$ cat src/rtl/sram_strobe_seq.sv
module sram_strobe_seq #(
  parameter int AW    = 17,
  parameter int DW    = 8,
  parameter int T_AS  = 1,
  parameter int T_WZ  = 1,
  parameter int T_DS  = 2,
  parameter int T_DH  = 1,
  parameter int T_REC = 2,
  parameter int T_ACC = 3
) (
  input  logic          clk,
  input  logic          rst_n,
  input  logic          req_valid,
  output logic          req_ready,
  input  logic          req_write,
  input  logic [AW-1:0] req_addr,
  input  logic [DW-1:0] req_wdata,
  output logic          rd_valid,
  output logic [DW-1:0] rd_data,
  output logic          sram_ce_n,
  output logic          sram_we_n,
  output logic          sram_oe_n,
  output logic [AW-1:0] sram_addr,
  output logic [DW-1:0] sram_dq_out,
  output logic          sram_dq_oe,
  input  logic [DW-1:0] sram_dq_in
);

  localparam int M1   = (T_AS > T_WZ) ? T_AS : T_WZ;
  localparam int M2   = (T_DS > T_DH) ? T_DS : T_DH;
  localparam int M3   = (T_REC > T_ACC) ? T_REC : T_ACC;
  localparam int M12  = (M1 > M2) ? M1 : M2;
  localparam int MAXT = (M12 > M3) ? M12 : M3;
  localparam int CW   = (MAXT > 1) ? $clog2(MAXT) : 1;

  localparam logic [CW-1:0] L_AS  = CW'(T_AS - 1);
  localparam logic [CW-1:0] L_WZ  = CW'(T_WZ - 1);
  localparam logic [CW-1:0] L_DS  = CW'(T_DS - 1);
  localparam logic [CW-1:0] L_DH  = CW'(T_DH - 1);
  localparam logic [CW-1:0] L_REC = CW'(T_REC - 1);
  localparam logic [CW-1:0] L_ACC = CW'(T_ACC - 1);

  typedef enum logic [2:0] {
    ST_IDLE, ST_ASU, ST_TURN, ST_WDAT, ST_HOLD, ST_RACC, ST_RECV
  } phase_t;

  phase_t          state, state_d;
  logic [CW-1:0]   cnt, cnt_d;
  logic            take, capture;
  logic [AW-1:0]   addr_q;
  logic [DW-1:0]   wdata_q;
  logic            ce_q, we_q, oe_q, drv_q;

  assign take    = (state == ST_IDLE) && req_valid;
  assign capture = (state == ST_RACC) && (cnt == '0);

  always_comb begin
    state_d = state;
    cnt_d   = cnt;
    if (state == ST_IDLE) begin
      if (req_valid) begin
        state_d = req_write ? ST_ASU : ST_RACC;
        cnt_d   = req_write ? L_AS : L_ACC;
      end
    end else if (cnt != '0) begin
      cnt_d = cnt - 1'b1;
    end else begin
      case (state)
        ST_ASU:  begin state_d = ST_TURN; cnt_d = L_WZ;  end
        ST_TURN: begin state_d = ST_WDAT; cnt_d = L_DS;  end
        ST_WDAT: begin state_d = ST_HOLD; cnt_d = L_DH;  end
        ST_HOLD: begin state_d = ST_RECV; cnt_d = L_REC; end
        ST_RACC: begin state_d = ST_RECV; cnt_d = L_REC; end
        default: begin state_d = ST_IDLE; cnt_d = '0;    end
      endcase
    end
  end

  always_ff @(posedge clk) begin
    if (!rst_n) begin
      state    <= ST_IDLE;
      cnt      <= '0;
      addr_q   <= '0;
      wdata_q  <= '0;
      rd_valid <= 1'b0;
      rd_data  <= '0;
      ce_q     <= 1'b1;
      we_q     <= 1'b1;
      oe_q     <= 1'b1;
      drv_q    <= 1'b0;
    end else begin
      state    <= state_d;
      cnt      <= cnt_d;
      rd_valid <= capture;
      if (capture) rd_data <= sram_dq_in;
      if (take) begin
        addr_q <= req_addr;
        if (req_write) wdata_q <= req_wdata;
      end
      ce_q  <= (state_d == ST_IDLE) || (state_d == ST_RECV);
      we_q  <= !((state_d == ST_TURN) || (state_d == ST_WDAT));
      oe_q  <= (state_d != ST_RACC);
      drv_q <= (state_d == ST_WDAT) || (state_d == ST_HOLD);
    end
  end

  assign req_ready   = (state == ST_IDLE);
  assign sram_ce_n   = ce_q;
  assign sram_we_n   = we_q;
  assign sram_oe_n   = oe_q;
  assign sram_dq_oe  = drv_q;
  assign sram_addr   = addr_q;
  assign sram_dq_out = wdata_q;

endmodule

$ cat config.mk
export PLATFORM = sky130hd
export DESIGN_NAME = sram_strobe_seq
export DESIGN_NICKNAME = d
export VERILOG_FILES = /design/src/rtl/sram_strobe_seq.sv
export SDC_FILE = /design/constraint.sdc
export NUM_CORES = 1
export LEC_CHECK = 0
export ABC_AREA = 1
export BUFFER_PORTS_ARGS = -buffer_cell sky130_fd_sc_hd__buf_2
export CAP_MARGIN = 20
export CORE_ASPECT_RATIO = 1.4
export CORE_MARGIN = 2
export CORE_UTILIZATION = 24
export CTS_BUF_LIST = sky130_fd_sc_hd__clkbuf_16
export CTS_CLUSTER_SIZE = 10
export DETAILED_ROUTE_END_ITERATION = 16
export GPL_TIMING_DRIVEN = 0
export PLACE_DENSITY_LB_ADDON = 0.3
export SLEW_MARGIN = 25
export SYNTH_ARGS = -nofsm -noshare
export SYNTH_HDL_FRONTEND = slang
export SYNTH_SLANG_ARGS = --single-unit
export TNS_END_PERCENT = 50
$ cat constraint.sdc
create_clock -name clk -period 3 [get_ports clk]
set_input_delay 0.15 -clock clk [delete_from_list [all_inputs] [get_ports clk]]
set_output_delay 0.15 -clock clk [all_outputs]
set_load 0.02 [all_outputs]
; ---- After elaboration in Yosys (flattened, before gate mapping)
; Index checks and enable logic that the tools add are counted.
[op_classes]
addsub = 1
eq_ne = 11
n_mux = 10
n_reduce_logical = 13
[ops]
columns = op, count
row1 = $eq 3x2->1 const B, 4
row2 = $eq 3x3->1 const B, 4
row3 = $mux 3, 4
row4 = $pmux 3 s4, 1
row5 = $mux 2, 4
row6 = $logic_not 3->1, 2
row7 = $eq 3x1->1 const B, 1
row8 = $logic_or 1x1->1, 3
row9 = $ne 3x3->1 const B, 1
row10 = $reduce_or 3->1, 1
row11 = $logic_and 1x1->1, 2
row12 = $logic_not 2->1, 1
row13 = $ne 2x2->1 const B, 1
row14 = $reduce_and 2->1, 1
row15 = $reduce_bool 2->1, 1
row16 = $reduce_or 2->1, 1
row17 = $sub 2x1->2 const B, 1
row18 = $logic_not 1->1, 1
row19 = $mux 1, 1
[word_totals]
reg_bits = 43
inputBits = 37
out_inout_bits = 39

; ---- Logic depth before layout (Yosys ltp)
; Gate-level depths: netlist of the first run.
[logic_depth]
depth_word = 8
ltp_mapped = 9
depth_no_buf = 9

; ---- Worst setup path before layout of the first run
; No wires, ideal clock.
[synth_timing]
path_type = reg-to-reg
start = reg state[0]
end = reg oe_q (netlist: sram_oe_n)
arrival_ns = 1.081
required_ns = 2.878
setup_slack_ns = 1.797
path_stages_with_launch = 8
n_path_buf = 1
synth_period_minus_slack_ns = 1.203
path_cell_list = dfxtp_1 > nor2_4 > nand2_2 > nor2_8 > inv_2 > buf_6 > a21oi_4 > nand3_1
[synth_via]
elab_chain_cells = 6
[synth_lines]
columns = element, line
row1 = "start, declared", 47  ; phase_t state, state_d;
row2 = "start signal, assigned", 92  ; state <= state_d;
row3 = $eq 3x3->1, 68  ; case (state)
row4 = $reduce_or 2->1 (no source line), n/a
row5 = $pmux 3 s4, 68
row6 = $mux 3, 65  ; end else if (cnt != '0) begin
row7 = $mux 3 *, 60  ; if (state == ST_IDLE) begin
row8 = $ne 3x3->1 *, 102  ; oe_q <= (state_d != ST_RACC);
row9 = "end signal, assigned", 102
row10 = "end, declared", 52  ; logic ce_q, we_q, oe_q, drv_q;
; Mark *: on every way between the ends. The rest lies on a longest branch, timed or not.
; A chain may end at the register's enable or synchronous reset.

; ---- Worst setup path after layout of the first run
[layout_timing]
start = reg state[1]
end = reg oe_q (netlist: sram_oe_n)
; The elaborated chain is that of the path after synthesis.

==> results of run 1 <==
sequential cells by signal (all words and copies together) (netlist names):
name,flops
sram_addr,17
rd_data,8
sram_dq_out,8
state,3
cnt,2
rd_valid,1
sram_ce_n,1
sram_dq_oe,1
sram_oe_n,1
sram_we_n,1
tightest hold or removal path: stages:
cell    delay (ps)
buf_2           70
nor2_1          30
nor2_1          80
metrics by stage:
stage                     std cells  instance area, sq um
final                           367                  2231
after global routing            367                  2231
after CTS                       367                  2231
after detailed placement        359                  2091
after global placement          359                  2091
after floorplan                 212                  1633
synth_stat cells, drive strengths merged:
master / number
nand2: 32
nand3: 18
nand4: 2
buf: 6
a21oi: 11
nor2: 57
inv: 13
o21bai: 1
o21ai: 26
dfxtp: 43
clkbuf: 3
layer usage:
metal,vias to the layer above,GRT usage [%],wire length (um)
met5,-,0,0
met4,0,6.434,112
met3,9,2.189,129
met2,36,21.91,2318
li1,838,-,-
met1,723,12.86,1752
layout by cell type, fill, tap and decap left out:
master / Yosys / layout
a21oi_1: 10 / 10
a21oi_4: 1 / 1
buf_1: 1 / 1
buf_2: 3 / 76
buf_4: 1 / 1
buf_6: 1 / 1
clkbuf_1: 3 / 3
clkbuf_16: 0 / 5
clkinv_2: 0 / 3
dfxtp_1: 43 / 43
inv_1: 12 / 12
inv_2: 1 / 1
nand2_1: 31 / 31
nand2_2: 1 / 1
nand3_1: 17 / 17
nand3_2: 1 / 1
nand4_1: 2 / 2
nor2_1: 54 / 54
nor2_2: 1 / 1
nor2_4: 1 / 1
nor2_8: 1 / 1
o21ai_0: 26 / 26
o21bai_1: 1 / 1
where the power goes:
| part | switching, mW | internal, mW | leakage, nW | total, mW |
|---|---|---|---|---|
| Sequential | 0.0787 | 0.717 | 0.352 | 0.795 |
| Clock | 0.211 | 0.303 | 0.0733 | 0.514 |
| Combinational | 0.556 | 0.275 | 0.703 | 0.832 |
worst paths after layout:
path | start | to | slack (ps) | depth (start not counted)
max | state[1] | sram_oe_n | 1600 | 7
min reg2reg | sram_dq_out[7] | sram_dq_out[7] | 460 | 2
max reg2reg | state[1] | sram_oe_n | 1600 | 7
min | req_addr[13] | sram_addr[13] | 90 | 3
area by class of cell:
type	instances	area, sq um	area share (%)
clock buffer	5	125.1	5.609
sequential	43	860.8	38.59
buffer	9	48.80	2.187
inverter	13	48.80	2.187
tap	74	92.59	4.150
multi-input combinational	147	674.4	30.23
timing repair buffer	73	365.4	16.38
clock inverter	3	15.01	0.6730
cells by family (layout without fill, tap and decap cells):
| group | Yosys count | count (layout) |
|---|---|---|
| AOI/OAI and AO/OA | 38 | 38 |
| buffers and inverters | 22 | 103 |
| DFF | 43 | 43 |
| and+or+nand+nor | 109 | 109 |
==> metrics.txt, run 1 <==
post-synthesis compound-gate area fraction between 10% and 20%; fin worst setup slack between 1500 and 2000 ps; main combinational cell family by area after synthesis simple AND/OR/NAND/NOR gates; Wirelength per Cell roughly 12 um; Worst-Margin Slew around 470 ps; Syn Std Cell Area 1633 sq um; Die W about 74 um; post-layout minimum cycle time ~1400 ps; via count around 1600; post-synth top area share between 50% and 60%; clk slew on worst S/H paths roughly 60 ps; worst-path maximum fanout 10; Clock Latency Late Sink approximately 280 ps; mux contribution to synthesized area 0%; Fmax between 700 and 800 MHz; die height between 100 and 150 um; final max-slew violation count 0; NumNets Final roughly 330; #FFs+latches synth between 40 and 50; Final setup violation count 0; RSZ-0062 raised after global routing no; CP Buf/Inv Count 3; Starting Density 24.86%; HP Class primary input to flop; end-of-flow core utilization between 30% and 40%; fill count about 720; CTS Buf Count 5; H-tree Lvls 2; power density of the placed cells 960.0 nW/um^2; Area Overhead vs Synth 36.63%; cell family with most CP delay buffers and inverters; Leak around 1.1 nW; crit share post-route between 40% and 50%; Final Hold Slack between 80 and 90 ps; drt total wl approximately 4300 um; Yosys top cell by area dfxtp_1; first-pass iteration count of the detailed router 4; status complete, no violations; gpl congestion 0.7817; Post-Syn Instances between 200 and 250; syn avg cell area around 7.7 sq um; CP Data Arrival Time roughly 1600 ps; CP max stage delay ~370 ps; layout cells sized above 1 31.74%; yosys warns 0; Post-CTS Repair Setup Buffers 0; Crit-path slowest cell dfxtp_1; Max Cap Viol 0; initial antenna violation count 0; largest net degree at the start of global routing 14; GRT Overall Usage 12.05%; cts-stage hold buffer count 0; Peak VDD IR 0.3161 mV; aggregate global routing overflow 0; Post-Synth Simple-Gate Area 28.81%; CTS root buf clkbuf_16; critical-path cell list inv_1 > nand2_2 > nor2_8 > inv_2 > buf_6 > a21oi_4 > nand3_1; initial drt markers 50; ANT nets after route 0; Area contributors post-synth dfxtp_1 53%, nor2_1 12%, o21ai_0 8.0%; Final Power roughly 2.1 mW; Avg Vias per Cell 4.376; clock sink count 43; Netlist cell types 21; Worst Skew between 3 and 4 ps; IO Pins 76; I/O Buffers 73; WP data required 3160 ps; Setup TNS 0 ps; first-pass GRT wire length 6865 um; Final Hold Vio Count 0; DP HPWL between 3000 and 4000 um; PostCTS Resize Cnt 0; core area about 6600 sq um; Max clock buf depth 2; syn nets about 250; XOR/XNOR share of the synthesized area 0%; DRC 0; Setup WS pre-CTS between 1500 and 2000 ps; Post-Synth Adder-Cell Area 0%; die area 7489 sq um; post-synthesis sequential area ratio a little over half; CP Class flop to flop; critical path capture point type flop; FP Rows 35; vias in the first global route 1496; n_diodes 0; Rel. slew slack just under 70%; CP Launch Type flop; CTS tree built
No activity file was read; power rests on OpenSTA's default activity.
==> inputs of run 2 (changes only) <==
==> constraint.sdc (replaced) <==
create_clock -name clk -period 1.28 [get_ports clk]
set_input_delay 0.064 -clock clk [delete_from_list [all_inputs] [get_ports clk]]
set_output_delay 0.064 -clock clk [all_outputs]
set_load 0.02 [all_outputs]
==> run 2 against run 1 <==
  * The flow now finishes with violations (setup timing)
  * Worst setup slack got worse by 1600 ps
  * Sequential cell count unchanged
  * Design area increased by 5.3%
  * Die area unchanged
  * Register-to-register slack got worse by 1600 ps
  * Fmax increased by 8.7%
  * Non-clock buffer count increased by 4
  * Clock-buffer cell count unchanged
  * Routed wire length increased by 2.7%
==> metrics.txt, run 2 (synthesized netlist as in run 1, its figures left out) <==
CP Launch Type flop; Fmax 777.5 MHz (+8.7%); Final Non-Filler Cells 371 (+1.1%); GRT Overall Usage 12.38% (+0.32 points); FP Rows 35 (unchanged); die area 7489 sq um (unchanged); layout cells sized above 1 38.72% (+7.0 points); worst-path maximum fanout 10 (unchanged); max reg flops 17 (unchanged); CP max stage delay 360 ps (about the same); Power Internal 3.228 mW (+150%); Area Overhead vs Synth 43.91%; Clock Latency Late Sink 280 ps (about the same); CTS tree built; ANT nets after route 0 (unchanged); n_diodes 0 (unchanged); Setup WS pre-CTS -142.0 ps (-1720 ps); cell family with most CP delay simple AND/OR/NAND/NOR gates; Wirelength per Cell 11.94 um (+1.6%); CTS root buf clkbuf_16; HP Class primary input to flop; crit share post-route 100.5% (+54 points); clock sink count 43 (unchanged); final max-slew violation count 0 (unchanged); via count 1618 (+0.75%); Clock power frac 22.8% (-1.2 points); Starting Density 24.86% (unchanged); Worst-Margin Slew 487.5 ps (+19.23 ps); Crit-path slowest cell dfxtp_4; Inst Count DP 359 (unchanged); Leak 1.162 nW (+2.9%); Reg area 870.8 sq um (+1.2%); vias in the first global route 1522 (+1.7%); Max Cap Viol 0 (unchanged); I/O Buffers 73 (unchanged); Die W 73.71 um (unchanged); Multi-input gate area 725.7 sq um (+7.6%); Max clock buf depth 2 (unchanged); NumNets Final 333 (+1.2%); IO Pins 76 (unchanged); Avg Vias per Cell 4.361 (-0.34%); DP HPWL 3259 um (unchanged); Rel. slew slack 67.50% (-1.3 points); commonest non-fill, non-tap cells in the layout 73 x buf_2, 47 x nor2_1, 39 x dfxtp_1, 30 x nand2_1, 26 x o21ai_0; net load switching power 2.111 mW (+150%); clk slew on worst S/H paths 60 ps (about the same); Comb pwr share 41.8% (+3.0 points); failing checks setup timing; RSZ-0062 raised after global routing yes; WP data required 1440 ps (-1720 ps); power density of the placed cells 2272 nW/um^2 (+140%); critical path capture point type flop; largest net degree at the start of global routing 14 (unchanged); CP Data Arrival Time 1450 ps (-110 ps); drt total wl 4429 um (+2.7%); H-tree Lvls 2 (unchanged); Setup TNS -6.179 ps (-6.179 ps); first-pass GRT wire length 7058 um (+2.8%); CTS Buf Count 5 (unchanged); Final Power 5.338 mW (+150%); first-pass iteration count of the detailed router 4 (unchanged); Final setup violation count 1 (+1); DRC 0 (unchanged); fin worst setup slack -6.179 ps (-1608 ps); die height 101.6 um (unchanged); Worst Skew 3.036 ps (-0.6575 ps); commonest non-fill, non-tap cell in the layout buf_2; Final Hold Vio Count 0 (unchanged); CP Class flop to flop; initial antenna violation count 0 (unchanged); core area 6569 sq um (unchanged); status complete, but fails checks; gpl congestion 0.7817 (unchanged); Peak VDD IR 0.7530 mV (+140%); fill count 714 (-1.1%); cts-stage hold buffer count 0 (unchanged); aggregate global routing overflow 0 (unchanged); post-layout minimum cycle time 1286 ps (-112.0 ps); CP Buf/Inv Count 2 (-1); initial drt markers 56 (+12%); Switching Share 39.54% (about the same); critical-path cell list nor2_4 > nand2_4 > nor2_8 > inv_4 > buf_8 > a21oi_4 > nand3_2; Reg power frac 35.5% (-1.6 points)
run 2: changes by cell type in the layout (fill, tap and decap cells not counted), sizes merged:
cell and change:
buf +4
run 2: layout make-up:
type,instances,share of cell area [%]
multi-input combinational,147,30.88
inverter,13,2.290
sequential,43,37.06
timing repair buffer,77,17.09
buffer,9,2.769
tap,74,3.940
clock buffer,5,5.325
clock inverter,3,0.6390
run 2: path summary, 6_finish.rpt:
path | from | end | slack (ps) | depth (start not counted)
hold / removal | req_addr[5] | sram_addr[5] | 4 | 3
setup / recovery | state[0] | sram_oe_n | -6 | 7
hold reg to reg | sram_dq_out[3] | sram_dq_out[3] | 460 | 2
setup reg to reg | state[0] | sram_oe_n | -6 | 7
run 2: through the flow:
stage | hold WS [ps] | area [sq um] | utilization [%]
after floorplan | 198.9 | 1633 | -
after global placement | 287.8 | 2091 | 31.83
after detailed placement | 294.4 | 2091 | 31.83
after CTS | 0.7069 | 2283 | 34.76
after global routing | 9.883 | 2350 | 35.77
final | 4.047 | 2350 | 35.77
run 2: power groups by stage:
stage	Sequential, mW	Combinational, mW	Clock [mW]
5_1_grt	1.94	2.49	1.30
3_3_place_gp	1.89	1.97	0
2_1_floorplan	2.24	1.02	0
6_report	1.89	2.23	1.22
4_1_cts	1.89	2.09	1.25
3_5_place_dp	1.89	1.98	0
run 2: worst min-delay path, stage by stage:
cell,delay (ps)
buf_2,70
nor2_1,30
nor2_1,80
run 2: timing repair:
action | CTS | global route
cloned | 0 | 0
setup endpoints to repair | 38 | 31
pin swaps | 3 | 6
gates resized for setup | 13 | 21
setup buffers | 2 | 2
endpoints found under the hold margin | 0 | 0
run 2: metal layers:
metal	global-route usage, %	routed length [um]	vias up
li1	-	-	846
met1	13.47	1792	733
met2	22.18	2415	33
met3	2.189	125	6
met4	6.713	95	0
met5	0	0	-
